===== src/rtl/split_mem_bridge.sv =====
module split_mem_bridge #(
  parameter int AW = 8,
  parameter int NW = 16
) (
  input  logic            clk,
  input  logic            rst_n,
  output logic            phase,
  input  logic            req_valid,
  input  logic            req_write,
  input  logic [AW-1:0]   req_addr,
  input  logic [2*NW-1:0] req_wdata,
  output logic            rsp_valid,
  output logic [2*NW-1:0] rsp_rdata,
  output logic            mem_en,
  output logic            mem_we,
  output logic [AW:0]     mem_addr,
  output logic [NW-1:0]   mem_wdata,
  input  logic [NW-1:0]   mem_rdata
);
  localparam int WW = 2 * NW;

  logic          act_q, we_q, rd_pend;
  logic [AW-1:0] addr_q;
  logic [NW-1:0] lo_q, hi_q;

  assign mem_en    = phase ? act_q : req_valid;
  assign mem_we    = mem_en & (phase ? we_q : req_write);
  assign mem_addr  = phase ? {addr_q, 1'b1} : {req_addr, 1'b0};
  assign mem_wdata = phase ? lo_q : req_wdata[WW-1:NW];

  always_ff @(posedge clk or negedge rst_n) begin
    if (!rst_n) begin
      phase     <= 1'b0;
      act_q     <= 1'b0;
      we_q      <= 1'b0;
      addr_q    <= '0;
      lo_q      <= '0;
      hi_q      <= '0;
      rd_pend   <= 1'b0;
      rsp_valid <= 1'b0;
      rsp_rdata <= '0;
    end else begin
      phase <= ~phase;
      if (!phase) begin
        act_q     <= req_valid;
        we_q      <= req_write;
        addr_q    <= req_addr;
        lo_q      <= req_wdata[NW-1:0];
        rsp_valid <= rd_pend;
        if (rd_pend) rsp_rdata <= {hi_q, mem_rdata};
      end else begin
        rd_pend <= act_q & ~we_q;
        if (act_q & ~we_q) hi_q <= mem_rdata;
      end
    end
  end
endmodule


===== config.mk =====
export PLATFORM = sky130hd
export DESIGN_NAME = split_mem_bridge
export DESIGN_NICKNAME = d
export VERILOG_FILES = /design/src/rtl/split_mem_bridge.sv
export SDC_FILE = /design/constraint.sdc
export NUM_CORES = 1
export LEC_CHECK = 0
export BUFFER_PORTS_ARGS = -buffer_cell sky130_fd_sc_hd__buf_2
export CAP_MARGIN = 20
export CORE_MARGIN = 4
export CORE_UTILIZATION = 40
export CTS_BUF_LIST = sky130_fd_sc_hd__clkbuf_4
export DETAILED_ROUTE_END_ITERATION = 10
export PLACE_DENSITY = 0.7
export SYNTH_ARGS = -nofsm -noshare
export SYNTH_HDL_FRONTEND = slang
export SYNTH_SLANG_ARGS = --single-unit

===== constraint.sdc =====
create_clock -name clk -period 1.4 [get_ports clk]
set_input_delay 0.28 -clock clk [delete_from_list [all_inputs] [get_ports clk]]
set_output_delay 0.28 -clock clk [all_outputs]
set_load 0.05 [all_outputs]

==> flow_summary_export.csv <==
group,metric,value,unit
route,drt_iter0_markers,68,
pwr,irDropWorstVdd,0.533,mV
critical_path,reg2reg_depth,7,
sta,fin_crit,1880,ps
sta,setup_ws,-483,ps
route,vias,2251,
pwr,power_frac_comb,31.0,%
critical_path,cp_cell_sequence,"buf_12 -> mux2_4 -> buf_6",
floorplan,io_pins,121,
pwr,p_sw,2.14,mW
clock_tree,clk_path_buf_depth,2,
critical_path,worst-path-max-fanout,12,
worst_hold_path,min_path_type,"in -> reg",
critical_path,required,1120,ps
floorplan,start_util,41.4,%
final_layout,fin_util,63.8,%
global_routing,grt_pass1_vias,2519,
final_layout,n_antenna_cell,0,
clock_tree,cts_tree,"built",
sta,setup_viol,78,
route,finalWirelength,7490,um
clock_tree,cts-root-buf,"clkbuf_4",
critical_path,cp-end-kind,"output pin",
sta,finalHoldViolations,0,
global_routing,grt_usage,16.9,%
pwr,pwr-share-seq,45.0,%
place,dpl.hpwl,4980,um
critical_path,slowest_delay,550,ps
final_layout,areaGrowthSynthToFinish,53.9,%
global_routing,grt_overflow,0,
route,vias_per_cell,4.59,
pwr,p_int,3.80,mW
logic_synthesis,synth_nets,296,
critical_path,cp_slowest_cell,"dfrtp_4",
final_layout,final_cell_area,4950,um^2
final_layout,fillers,597,
logic_synthesis,synth_cell_types,15,
floorplan,rows,32,
logic_synthesis,syn_area_per_cell,13.6,um^2
pwr,clock_power_share,24.0,%
critical_path,critPathTopFamily,"flip-flops",
place,dp.cells,458,
logic_synthesis,ys_seq_area_share,59.9,%
critical_path,crit_type,"reg -> out",
clock_tree,clkSlewWorstSetupHoldPaths,140,ps
place,postPlaceCellArea,4280,um^2
final_layout,instances_no_fill,490,
route,drtAntennaViolNets,0,
route,post_drt_wl_per_cell,15.3,um
route,firstDrtPassIters,4,
place,port_buffers,120,
pwr,finalPower,5.94,mW
sta,whs,78.6,ps
place,place.gp.congestion,0.726,
sta,fin_skew,21.1,ps
critical_path,critical_path_depth,3,
sta,slew_headroom,74.2,%
final_layout,fin_nets,443,
floorplan,die_h,97.7,um
logic_synthesis,syn_inst,236,
clock_tree,cts_sinks,77,
global_routing,grt_pass1_wl,12900,um
logic_synthesis,yosys_warnings,0,
logic_synthesis,synth_area,3220,um^2
sta,drv_slew,0,
final_layout,layout_common_cells,"dfrtp_1, buf_2, mux2_4, buf_4, inv_1",
sta,worst_pin_slew,386,ps
clock_tree,clk_latency,420,ps
sta,rsz0062_at_grt,"yes",
run_status,failed_checks,"negative setup slack",
floorplan,core_area,7770,um^2
worst_hold_path,hold_depth,3,
final_layout,final_common_cell,"dfrtp_1",
floorplan,fp.dieW,97.7,um
critical_path,worstSetupStartpointType,"register",
run_status,run_status,"finished with violations",
global_routing,grt_max_degree,31,
global_routing,antenna_found_initial,0,
logic_synthesis,yosys_register_bits,77,
clock_tree,h-tree-depth,3,
pwr,p_leak,2.51,nW
route,drc_errors,0,
sta,fin_tns_setup,-22510,ps
clock_tree,cts_buffers,9,
floorplan,die_area,9540,um^2
pwr,switching_share,36.0,%
pwr,p_per_area,1200,nW/um^2
final_layout,drive_gt1_share,63.7,%
run,drv_cap,0,
critical_path,cp.arrival,1600,ps
critical_path,cp.buffers_inverters,2,
sta,fmax,0.531,GHz
place,dpl_worst_slack,-159,ps
sta,finalCritPeriodShare,134,%
[power by group through the flow]
stage                     clock (mW)  sequential [mW]  combinational, mW
after floorplan                    0             3.33              0.606
after global placement             0             2.69               1.67
after global routing            1.59             2.72               1.93
final                           1.43             2.68               1.84
after CTS                       1.46             2.67               1.76
after detailed placement           0             2.71               1.69
[cells by family after synthesis]
group | share of synthesized area, %
buf+inv | 6.92
simple gates | 3.23
mux | 24.6
compound gates | 5.37
flops | 59.9
[metal layers]
metal / track usage, % / share of wire [%] / vias to the layer above
met5: 0 / 0 / -
met4: 4.47 / 0.55 / 0
met2: 27.8 / 51 / 92
li1: - / - / 1069
met3: 5.74 / 7.1 / 6
met1: 21.3 / 42 / 1084
[state kept, by name (all words and copies together) (netlist names)]
name / count
rd_pend: 1
act_q: 1
phase: 1
lo_q: 16
rsp_rdata: 32
we_q: 1
rsp_valid: 1
hi_q: 16
addr_q: 8
[worst min-delay path: cells and delay by family]
kind                   cells  cell delay, ps
buffers and inverters      2             120
AOI/OAI and AO/OA          1              60
[final timing paths]
path,to,slack (ps),start
max,mem_addr[3],-480,phase$_DFF_PN0_
max reg2reg,rsp_rdata[7]$_DFFE_PN0P_,-340,phase$_DFF_PN0_
min reg2reg,rsp_rdata[21]$_DFFE_PN0P_,490,hi_q[5]$_DFFE_PN0P_
min in group asynchronous,rsp_rdata[3]$_DFFE_PN0P_,300,rst_n
max in group asynchronous,hi_q[5]$_DFFE_PN0P_,590,rst_n
min,lo_q[3]$_DFFE_PN0N_,80,req_wdata[3]
[cell type report]
cell class	instances	area, um^2	area share, %
inverter	33	124	2.50
clock buffer	9	67.6	1.36
tap	102	128	2.58
timing repair buffer	149	1310	26.4
sequential	77	1930	39.0
clock inverter	7	81.3	1.64
multi-input combinational	113	1310	26.5
[cell usage after synthesis, drive strengths merged]
master | instances | share of area (%)
a21o | 1 | 0.23
buf | 8 | 2.5
clkbuf | 5 | 0.58
dfrtp | 77 | 60
inv | 33 | 3.8
mux2 | 58 | 25
nand2 | 17 | 2.0
nand2b | 1 | 0.19
nand3 | 1 | 0.16
nand3b | 1 | 0.62
nor2b | 1 | 0.27
o21ai | 33 | 5.1
[timing repair]
action	in CTS	in global routing
pin swaps	0	0
cloned	5	0
hold buffers	1	0
hold endpoints to repair	26	0
setup buffers	6	7
endpoints found under the setup margin	62	106
gates resized for setup	62	56
Power figures use the tool's default switching activity.
